### src/rtl/bdm_pkg.sv
package bdm_pkg;
   typedef enum logic [2:0] {
      ST_IDLE  = 3'd0,
      ST_HREQ  = 3'd1,
      ST_ADDR  = 3'd2,
      ST_DATA  = 3'd3,
      ST_LAST  = 3'd4,
      ST_RECOV = 3'd5
   } bdm_state_t;
endpackage

### src/rtl/bdm_req_sel.sv
module bdm_req_sel #(
   parameter int SYNC_REQ = 0
) (
   input  logic clk,
   input  logic rst,
   input  logic dir,
   input  logic fifo_empty,
   input  logic fifo_full,
   output logic req
);
   logic raw_req;

   // direction 1: data waiting to go out; direction 0: room to fill
   assign raw_req = dir ? ~fifo_empty : ~fifo_full;

   initial begin
      assert (SYNC_REQ == 0 || SYNC_REQ == 1)
         else $error("bdm_req_sel: SYNC_REQ must be 0 or 1");
   end

   generate
      if (SYNC_REQ != 0) begin : g_reg
         logic req_q;
         always_ff @(posedge clk) begin
            if (rst) req_q <= 1'b0;
            else     req_q <= raw_req;
         end
         assign req = req_q;
      end else begin : g_comb
         logic unused_clk_rst;
         assign unused_clk_rst = clk ^ rst;
         assign req = raw_req;
      end
   endgenerate
endmodule

### src/rtl/bdm_regs.sv
module bdm_regs #(
   parameter int ADDR_W = 32,
   parameter int CNT_W  = 16,
   parameter int BYTES  = 4,
   localparam int OFS    = $clog2(BYTES),
   localparam int WCNT_W = CNT_W - OFS
) (
   input  logic              clk,
   input  logic              rst,
   input  logic              cfg_en,
   input  logic              cfg_addr_we,
   input  logic              cfg_cnt_we,
   input  logic [ADDR_W-1:0] cfg_wdata,
   input  logic              beat_done,
   output logic [ADDR_W-1:0] addr,
   output logic [WCNT_W-1:0] words,
   output logic [CNT_W-1:0]  left_bytes,
   output logic              armed
);
   logic addr_ok, cnt_ok;

   initial begin
      assert (BYTES >= 1 && (1 << OFS) == BYTES)
         else $error("bdm_regs: BYTES must be a power of two");
      assert (CNT_W <= ADDR_W && WCNT_W >= 3)
         else $error("bdm_regs: count width out of range");
   end

   always_ff @(posedge clk) begin
      if (rst) begin
         addr    <= '0;
         addr_ok <= 1'b0;
      end else if (cfg_en && cfg_addr_we) begin
         addr    <= cfg_wdata;
         addr_ok <= 1'b1;
      end else if (beat_done) begin
         addr    <= addr + ADDR_W'(BYTES);
      end
   end

   always_ff @(posedge clk) begin
      if (rst) begin
         words  <= '0;
         cnt_ok <= 1'b0;
      end else if (cfg_en && cfg_cnt_we) begin
         words  <= cfg_wdata[CNT_W-1:OFS];
         cnt_ok <= 1'b1;
      end else if (beat_done) begin
         words  <= words - WCNT_W'(1);
      end
   end

   assign armed = addr_ok & cnt_ok & (words != '0);

   generate
      if (OFS == 0) begin : g_bytewide
         assign left_bytes = words;
      end else begin : g_wordwide
         assign left_bytes = {words, {OFS{1'b0}}};
      end
   endgenerate


   addr_step_chk: assert property (@(posedge clk) disable iff (rst)
      beat_done |=> addr == $past(addr) + ADDR_W'(BYTES));

   cnt_step_chk: assert property (@(posedge clk) disable iff (rst)
      beat_done |=> words == $past(words) - WCNT_W'(1));

   cfg_lock_chk: assert property (@(posedge clk) disable iff (rst)
      (!cfg_en && !beat_done) |=> ($stable(words) && $stable(addr)));

   no_underflow_chk: assert property (@(posedge clk) disable iff (rst)
      beat_done |-> words != '0);
endmodule

### src/rtl/bdm_fsm.sv
module bdm_fsm
   import bdm_pkg::*;
#(
   parameter int WCNT_W    = 14,
   parameter int MAX_BEATS = 4,
   localparam int BW = (MAX_BEATS > 2) ? $clog2(MAX_BEATS) : 1
) (
   input  logic              clk,
   input  logic              rst,
   input  logic              req,
   input  logic              armed,
   input  logic [WCNT_W-1:0] words,
   input  logic              stop,
   input  logic              hlda,
   input  logic              rdy_n,
   output logic              hold,
   output logic              ads,
   output logic              blast,
   output logic              dstb,
   output logic              beat_done,
   output logic              idle
);
   bdm_state_t      st, st_n;
   logic [BW-1:0]   beat, beat_n;
   logic            end_burst;

   initial begin
      assert (MAX_BEATS >= 2 && MAX_BEATS <= (1 << BW))
         else $error("bdm_fsm: MAX_BEATS out of range");
   end

   always_ff @(posedge clk) begin
      if (rst) begin
         st   <= ST_IDLE;
         beat <= '0;
      end else begin
         st   <= st_n;
         beat <= beat_n;
      end
   end

   // a completing non-final beat leaves one beat for the final phase
   assign end_burst = stop || (words == WCNT_W'(2)) ||
                      (beat == BW'(MAX_BEATS - 2));

   always_comb begin
      st_n   = st;
      beat_n = beat;
      unique case (st)
         ST_IDLE:  if (req && armed) st_n = ST_HREQ;
         ST_HREQ: begin
            if (!req)      st_n = ST_IDLE;
            else if (hlda) st_n = ST_ADDR;
         end
         ST_ADDR: begin
            beat_n = '0;
            st_n   = (words == WCNT_W'(1)) ? ST_LAST : ST_DATA;
         end
         ST_DATA: begin
            if (!rdy_n) begin
               if (end_burst) st_n = ST_LAST;
               else           beat_n = beat + BW'(1);
            end
         end
         ST_LAST:  if (!rdy_n) st_n = ST_RECOV;
         ST_RECOV: begin
            if (rdy_n)
               st_n = (req && words != '0 && !stop) ? ST_ADDR : ST_IDLE;
         end
         default:  st_n = ST_IDLE;
      endcase
   end

   assign hold      = (st != ST_IDLE);
   assign idle      = (st == ST_IDLE);
   assign ads       = (st == ST_ADDR);
   assign blast     = (st == ST_LAST);
   assign dstb      = (st == ST_DATA) || (st == ST_LAST);
   assign beat_done = dstb && !rdy_n;

   logic [BW:0] chk_beats;
   always_ff @(posedge clk) begin
      if (rst || ads)     chk_beats <= '0;
      else if (beat_done) chk_beats <= chk_beats + (BW+1)'(1);
   end


   burst_cap_chk: assert property (@(posedge clk) disable iff (rst)
      beat_done |-> chk_beats < (BW+1)'(MAX_BEATS));

   hold_cause_chk: assert property (@(posedge clk) disable iff (rst)
      $rose(hold) |-> $past(req));

   addr_once_chk: assert property (@(posedge clk) disable iff (rst)
      ads |=> (dstb && !ads));

   blast_in_data_chk: assert property (@(posedge clk) disable iff (rst)
      blast |-> dstb);

   last_to_recov_chk: assert property (@(posedge clk) disable iff (rst)
      (blast && !rdy_n) |=> (hold && !dstb && !ads));

   recov_wait_chk: assert property (@(posedge clk) disable iff (rst)
      (st == ST_RECOV && !rdy_n) |=> st == ST_RECOV);

   stop_release_chk: assert property (@(posedge clk) disable iff (rst)
      (st == ST_RECOV && rdy_n && stop) |=> !hold);
endmodule

### src/rtl/burst_dma_master.sv
module burst_dma_master #(
   parameter int ADDR_W    = 32,
   parameter int CNT_W     = 16,
   parameter int BYTES     = 4,
   parameter int MAX_BEATS = 4,
   parameter int SYNC_REQ  = 0
) (
   input  logic              clk,
   input  logic              rst,
   input  logic              cfg_addr_we,
   input  logic              cfg_cnt_we,
   input  logic [ADDR_W-1:0] cfg_wdata,
   input  logic              dir,
   input  logic              fifo_empty,
   input  logic              fifo_full,
   input  logic              stop,
   input  logic              hlda,
   input  logic              rdy_n,
   output logic              hold,
   output logic              ads,
   output logic              blast,
   output logic              dstb,
   output logic [ADDR_W-1:0] addr_o,
   output logic [CNT_W-1:0]  left_o
);
   localparam int WCNT_W = CNT_W - $clog2(BYTES);

   logic              req, armed, beat_done, idle;
   logic [WCNT_W-1:0] words;

   bdm_req_sel #(.SYNC_REQ(SYNC_REQ)) u_req (
      .clk        (clk),
      .rst        (rst),
      .dir        (dir),
      .fifo_empty (fifo_empty),
      .fifo_full  (fifo_full),
      .req        (req)
   );

   bdm_regs #(.ADDR_W(ADDR_W), .CNT_W(CNT_W), .BYTES(BYTES)) u_regs (
      .clk         (clk),
      .rst         (rst),
      .cfg_en      (idle),
      .cfg_addr_we (cfg_addr_we),
      .cfg_cnt_we  (cfg_cnt_we),
      .cfg_wdata   (cfg_wdata),
      .beat_done   (beat_done),
      .addr        (addr_o),
      .words       (words),
      .left_bytes  (left_o),
      .armed       (armed)
   );

   bdm_fsm #(.WCNT_W(WCNT_W), .MAX_BEATS(MAX_BEATS)) u_fsm (
      .clk       (clk),
      .rst       (rst),
      .req       (req),
      .armed     (armed),
      .words     (words),
      .stop      (stop),
      .hlda      (hlda),
      .rdy_n     (rdy_n),
      .hold      (hold),
      .ads       (ads),
      .blast     (blast),
      .dstb      (dstb),
      .beat_done (beat_done),
      .idle      (idle)
   );
endmodule

### config.mk
export PLATFORM = sky130hd
export DESIGN_NAME = burst_dma_master
export DESIGN_NICKNAME = d
export VERILOG_FILES = /design/src/rtl/bdm_pkg.sv /design/src/rtl/bdm_req_sel.sv /design/src/rtl/bdm_regs.sv /design/src/rtl/bdm_fsm.sv /design/src/rtl/burst_dma_master.sv
export SDC_FILE = /design/constraint.sdc
export NUM_CORES = 1
export LEC_CHECK = 0
export BUFFER_PORTS_ARGS = -buffer_cell sky130_fd_sc_hd__clkbuf_2
export CAP_MARGIN = 10
export CORE_MARGIN = 4
export CORE_UTILIZATION = 52
export DETAILED_ROUTE_END_ITERATION = 6
export GPL_TIMING_DRIVEN = 0
export HOLD_SLACK_MARGIN = 0.08
export PLACE_DENSITY = 0.81
export SLEW_MARGIN = 0
export SYNTH_ARGS = -nofsm -noshare
export SYNTH_HDL_FRONTEND = slang
export SYNTH_SLANG_ARGS = --single-unit
### constraint.sdc
create_clock -name clk -period 2.5 [get_ports clk]
set_input_delay 0 -clock clk [delete_from_list [all_inputs] [get_ports clk]]
set_output_delay 0 -clock clk [all_outputs]
set_load 0.02 [all_outputs]
==> results of run 1 <==
==> per-layer routing <==
metal	wire (µm)	GRT usage (%)	vias up
met5	0	0	-
met4	301	7.77	0
met3	883	5.73	41
met2	4840	45.9	222
met1	4170	35.6	1703
li1	-	-	1709
==> registers in the layout, summed over array words and instances (netlist names) <==
signal,count
u_regs.addr_ok,1
u_regs.words,14
u_regs.addr,32
u_fsm.beat,2
u_regs.cnt_ok,1
u_fsm.st,3
==> power groups by stage <==
stage | Sequential, mW | Combinational, mW | Clock (mW)
after floorplan | 1.35 | 0.837 | 0
after global placement | 1.21 | 1.39 | 0
after detailed placement | 1.21 | 1.43 | 0
after CTS | 1.20 | 1.47 | 0.482
after global routing | 1.24 | 1.65 | 0.525
final | 1.20 | 1.52 | 0.480
==> worst register-to-register path: cells and delay by family, from the launching register on <==
kind,cells,cell delay (ns)
buf+inv,1,0.09
fa+ha+maj,1,0.20
simple gates,3,1.12
flops,1,0.37
compound gates,2,0.52
==> layout make-up <==
class / instances / area [µm²]
plain buffers: 27 / 138
well taps: 72 / 90.1
inverters: 13 / 48.8
fillers: 473 / 1570
multi-input cells: 299 / 1910
clock buffers: 8 / 80.1
flip-flops and latches: 53 / 1060
repair buffers: 123 / 773
==> stage by stage <==
step,instances,hold WS (ns)
2_1_floorplan,392,0.136
3_5_place_dp,554,0.230
6_report,595,0.107
3_3_place_gp,554,0.229
4_1_cts,592,0.0970
5_1_grt,595,0.103
==> cells in the mapped netlist (2+ instances only) <==
cell type  count  share of area [%]
dfxtp_1       53                 34
nor2_1        45                5.4
nand2_1       35                4.2
a211oi_1      22                5.3
a21oi_1       22                3.5
nand3_1       20                3.2
clkbuf_1      19                2.3
a31oi_1       13                2.6
inv_1         13                1.6
o211ai_1      10                2.4
nor4_1         9                1.8
or3_1          9                1.8
nor3_1         8                1.3
xor2_1         8                2.2
ha_1           6                2.4
o21ai_0        6               0.96
or4_1          6                1.4
and3_1         5                1.0
nand4_1        5                1.0
xnor2_1        5                1.4
a221oi_1       4                1.1
and2_1         4               0.80
mux2i_1        4                1.3
a211o_1        3               0.84
a22oi_1        3               0.72
a311oi_1       3               0.84
buf_2          3               0.48
buf_6          3                1.1
mux2_2         3                1.1
nand2b_1       3               0.60
nand3b_1       3               0.72
a2111oi_2      2               0.96
a21o_1         2               0.48
a32oi_1        2               0.56
and2_0         2               0.40
buf_4          2               0.48
nor3b_1        2               0.48
o2bb2a_1       2               0.64
o311ai_0       2               0.56
or2_2          2               0.40
==> how the worst min path moves through the flow <==
stage,slack [ns],startpoint,end,cells after the start
5_1_grt,0.10,cfg_cnt_we,u_regs.words[6],4
4_1_cts,0.1,cfg_cnt_we,u_regs.words[6],4
6_report,0.11,cfg_wdata[31],u_regs.addr[31],4
3_3_place_gp,0.23,cfg_wdata[0],u_regs.addr[0],3
2_1_floorplan,0.14,cfg_wdata[0],u_regs.addr[0],2
3_5_place_dp,0.23,cfg_wdata[1],u_regs.addr[1],3
==> cells by family after synthesis <==
| logic type | Yosys count |
|---|---|
| AO/OA/AOI/OAI | 105 |
| other | 1 |
| buffers and inverters | 40 |
| flip-flops | 53 |
| AND/OR/NAND/NOR | 166 |
| multiplexers | 7 |
| adder cells (fa/ha/maj) | 6 |
| XOR/XNOR | 13 |
==> repair_timing <==
item / CTS / global route
endpoints found under the setup margin: 0 / 34
endpoints found under the hold margin: 42 / 0
buffers inserted: 0 / 3
gates resized for setup: 0 / 12
hold buffers: 30 / 0
==> flow_summary.ini, run 1 <==
[synthesis]
netlist-cell-type-count = 58
avgSynthCellArea_um2 = 7.97
yosys_most_used_dff = dfxtp_1
postSynth.asyncResetShare_pct = 0
synthAdderAreaFrac_pct = 2.41
synthSimpleGateAreaFrac_pct = 27.5
synth_edf_count = 0
synth_warnings = 0
synth_top_family_by_area = simple AND/OR/NAND/NOR gates
synth_mux_area_share_pct = 2.37
synth_compound_area_share_pct = 24.0
synthCells = 391
ys_seq_area_share_pct = 34.0
synth-seq-cells = 53
synth_xor_area_share_pct = 3.65
syn-cell-area_um2 = 3120

[detailed_routing]
wl_per_cell_um = 17.1
routed-via-count = 3675
drc_errors = 0
drt_wl_total_mm = 10.2
drtPass1Iterations = 7
via_per_inst = 6.18
drt_iter0_markers = 311
ant_nets = 0

[timing]
final_hold_viol_count = 0
timing.final.crit_share_pct = 95.2
timing.fmax_mhz = 420
tightestPinTransition_ns = 0.693
skew_ns = 0.00565
timing.final.max_slew_violations = 0
setup_viol = 0
fin_setup_tns_ns = 0
rsz0062_at_grt = false
post-route-min-period_ns = 2.38
fin_ws_ns = 0.120
max_slew_margin_pct = 53.4

[worst_setup_path]
path_buf_inv = 1
critPathMaxStageDelay_ns = 0.44
crit_path_end_kind = flip-flop
critPathRequiredTime_ns = 2.73
worstSetupStartpoint = u_regs.words[0]
r2r_end = u_regs.words[10]
critical_path_depth = 7
critPathArrivalTime_ns = 2.61
cp_cell_sequence = inv_2 > ha_2 > or3b_2 > a211o_1 > or3_4 > or3_1 > a31oi_1
start_kind = flip-flop
r2r_slack_ns = 0.12
reg2reg_from = u_regs.words[0]
crit_fanout = 6
cp_top_family = simple AND/OR/NAND/NOR gates
r2r_cells = 7
path_class = flip-flop to flip-flop
crit_end = u_regs.words[10]
cp_slowest_cell = or3b_2

[clock_network]
cts_tree = built
clkTransAtPathRegs_ns = 0.10
clockBufferDepth = 2
htreeDepth = 2
insertion_delay_ns = 0.31
clock-sinks = 53
numCtsBuffers = 5
cts_root_buffer = clkbuf_8

[pwr]
pwr-share-clk_pct = 15.0
p_sw_mw = 1.44
leakage_nw = 1.65
intPower_mw = 1.77
vdd_drop_max_v = 0.000411
p_comb_share_pct = 47.5
power.density_nw_per_um2 = 781
p_sw_share_pct = 44.9
pwr-share-seq_pct = 37.6
p_total_mw = 3.20

[cells_and_area]
final_core_utilization_pct = 72.3
drive_gt1_share_pct = 24.3
antenna-diode-count = 0
fin_area_um2 = 4110
layout_commonest_cell = clkbuf_2
nNetsFinal = 570
synthToLayoutAreaGrowth_pct = 31.7
final_cell_mix = 92 x clkbuf_2, 53 x dfxtp_1, 45 x nor2_1

[floorplanning]
floorplan.initialDensity_pct = 54.9
die_y_um = 85.4
die_x_um = 85.4
ioPinCount = 94
num_rows = 27
coreArea_um2 = 5680
dieArea_um2 = 7300

[placed_design]
gp_congestion = 0.918
dp_hpwl_mm = 7.20
numPortBuffers = 90
dp_slack_ns = 0.106
dpl_cell_area_um2 = 3660

[job]
drv_cap = 0

[global_route]
grt_antenna_before_repair = 0
grt_first_pass_wirelength_mm = 16.2
grt_pass1_vias = 3321
grt_max_degree = 15
overflow = 0
grt_use_total_pct = 27.5

[run_status]
run_status = finished clean

[worst_hold_path]
hp-class = primary input to flip-flop
(Power assumes the default switching activity.)
==> inputs of run 2 (changes only) <==
- SYNTH_HIERARCHICAL: default -> 1
==> flow_summary.ini, run 2 <==
[run_status]
run_status = finished clean

[detailed_routing]
drt_wl_total_mm = 9.63
drt_iter0_markers = 331
via_per_inst = 5.93
drtPass1Iterations = 5
wl_per_cell_um = 16.2
routed-via-count = 3519
drc_errors = 0
ant_nets = 0

[synthesis]
synth_warnings = 6
synth_edf_count = 0
avgSynthCellArea_um2 = 8.11
syn-cell-area_um2 = 3120
synth.largest_area_cell = dfxtp_1
ys_seq_area_share_pct = 34.0
yosys_most_used_dff = dfxtp_1
netlist-cell-type-count = 52
synth_top_area_share_pct = 34.0
synthCells = 385
synth.area.top_cells = dfxtp_1 34%, a211oi_1 6.5%, nor2_1 6.4%, a311oi_1 4.5%, xnor2_1 4.2%
synth-seq-cells = 53
postSynth.asyncResetShare_pct = 0
netlist_top_cells_count = 53 x dfxtp_1, 53 x nor2_1, 27 x a211oi_1, 27 x nand2_1

[worst_setup_path]
crit_path_end_kind = flip-flop
critPathRequiredTime_ns = 2.73
worstSetupStartpoint = u_fsm/st[1]
reg2reg_from = u_fsm/st[1]
crit_fanout = 10
cp_top_family = simple AND/OR/NAND/NOR gates
critPathArrivalTime_ns = 2.68
path_buf_inv = 1
path_class = flip-flop to flip-flop
cp_cell_sequence = nor2b_4 > a22o_4 > nor2b_2 > nand4_1 > or3_4 > buf_2 > or3_1 > a311oi_2
start_kind = flip-flop
critPathMaxStageDelay_ns = 0.40
cp_slowest_cell = dfxtp_4

[pwr]
leakage_nw = 1.63
p_total_mw = 3.59
power.density_nw_per_um2 = 851
vdd_drop_max_v = 0.000474

[clock_network]
cts_root_buffer = clkbuf_8
htreeDepth = 2
clock-sinks = 53
clkTransAtPathRegs_ns = 0.10
clockBufferDepth = 2
numCtsBuffers = 5
insertion_delay_ns = 0.31
cts_tree = built

[global_route]
grt_max_degree = 16
grt_pass1_vias = 3202
grt_first_pass_wirelength_mm = 15.3
overflow = 0
grt_antenna_before_repair = 0
grt_use_total_pct = 25.7

[floorplanning]
floorplan.initialDensity_pct = 55.0
ioPinCount = 94
coreArea_um2 = 5680
die_x_um = 85.5
die_y_um = 85.5
num_rows = 27
dieArea_um2 = 7310

[timing]
post-route-min-period_ns = 2.45
setup_viol = 0
timing.final.max_slew_violations = 0
rsz0062_at_grt = true
skew_ns = 0.0154
timing.fmax_mhz = 408
tightestPinTransition_ns = 0.698
max_slew_margin_pct = 53.1
timing.final.crit_share_pct = 98.1
final_hold_viol_count = 0

[placed_design]
numPortBuffers = 91
dp_hpwl_mm = 6.77
dp.cells = 549
gp_congestion = 0.870

[cells_and_area]
filler_cell_count = 430
final_cell_mix = 91 x clkbuf_2, 52 x nor2_1, 52 x dfxtp_1
largestRegisters = u_regs/addr: 32 flops, u_regs/words: 14 flops, u_fsm/st: 3 flops
largest_reg_flops = 32
antenna-diode-count = 0
layout_commonest_cell = clkbuf_2
layoutNonFillerInstCount = 593
synthToLayoutAreaGrowth_pct = 35.0
top_register = u_regs/addr
nNetsFinal = 565
drive_gt1_share_pct = 27.8

[job]
drv_cap = 0

[worst_hold_path]
min_from = rdy_n
hp-class = primary input to flip-flop
run 2: changes by cell type after synthesis, sizes merged, moves of 10 or more:
cell,before,now
buf,8,21
a311oi,3,16
xnor2,5,15
nand3,20,10
a21oi,22,7
run 2: logic make-up (layout without fill, tap and decap cells):
| group | count (synthesis) | after routing | synth area share [%] |
|---|---|---|---|
| AOI/OAI and AO/OA | 80 | 80 | 19.4 |
| DFF | 53 | 53 | 34.0 |
| and+or+nand+nor | 173 | 173 | 29.3 |
| other | 1 | 2 | 0.120 |
| muxes | 2 | 2 | 0.641 |
| adders and majority gates | 3 | 3 | 1.20 |
| xor gates and xnor gates | 25 | 25 | 7.01 |
| buffers and inverters | 48 | 183 | 8.41 |
run 2: worst min-delay path: stages:
cell and delay, ns:
clkbuf_2 0.14, nor3_1 0.11, nand2_1 0.06, o311ai_1 0.08
run 2: repair_timing:
action | CTS | global route
setup endpoints to repair | 18 | 13
pin swaps | 2 | 0
hold buffers | 35 | 0
hold endpoints to repair | 52 | 0
gates resized for setup | 5 | 14
buffers inserted | 2 | 0
run 2: layout make-up:
type | count | area [µm²] | area share (%)
clock buffers | 7 | 96.3 | 2.28
multi-input cells | 285 | 1870 | 44.3
plain buffers | 37 | 233 | 5.52
inverters | 10 | 37.5 | 0.890
clock inverters | 1 | 5.00 | 0.119
well taps | 72 | 90.1 | 2.14
flip-flops and latches | 53 | 1060 | 25.3
repair buffers | 128 | 821 | 19.5
run 2: power by group:
group	switching [mW]	total (mW)	internal [mW]
Clock	0.280	0.531	0.251
Combinational	1.02	1.69	0.675
Sequential	0.303	1.37	1.06
run 2: metal layers:
| metal | GRT usage, % | vias to the layer above | wire (µm) |
|---|---|---|---|
| li1 | - | 1678 | - |
| met1 | 33.6 | 1656 | 4070 |
| met2 | 43.9 | 167 | 4650 |
| met3 | 4.23 | 18 | 755 |
| met4 | 6.91 | 0 | 150 |
| met5 | 0 | - | 0 |
run 2: path summary, 6_finish.rpt:
kind                endpoint  slack, ns  cells after the start
max          u_regs/addr[19]       0.05                      8
min            u_fsm/beat[0]       0.13                      4
max reg2reg  u_regs/addr[19]       0.05                      8
min reg2reg   u_regs/addr[1]       0.46                      2
run 2: metrics by stage:
stage	setup slack [ns]	TNS, ns	area (µm²)	hold slack [ns]	utilization (%)
after floorplan	0.0280	0	3150	0.0624	-
after global placement	-0.397	-3.47	3700	0.224	65.1
after detailed placement	-0.495	-4.26	3700	0.232	65.1
after CTS	0.00660	0	4180	0.116	73.6
after global routing	-0.00749	-0.00749	4220	0.133	74.3
final	0.0477	0	4220	0.135	74.3
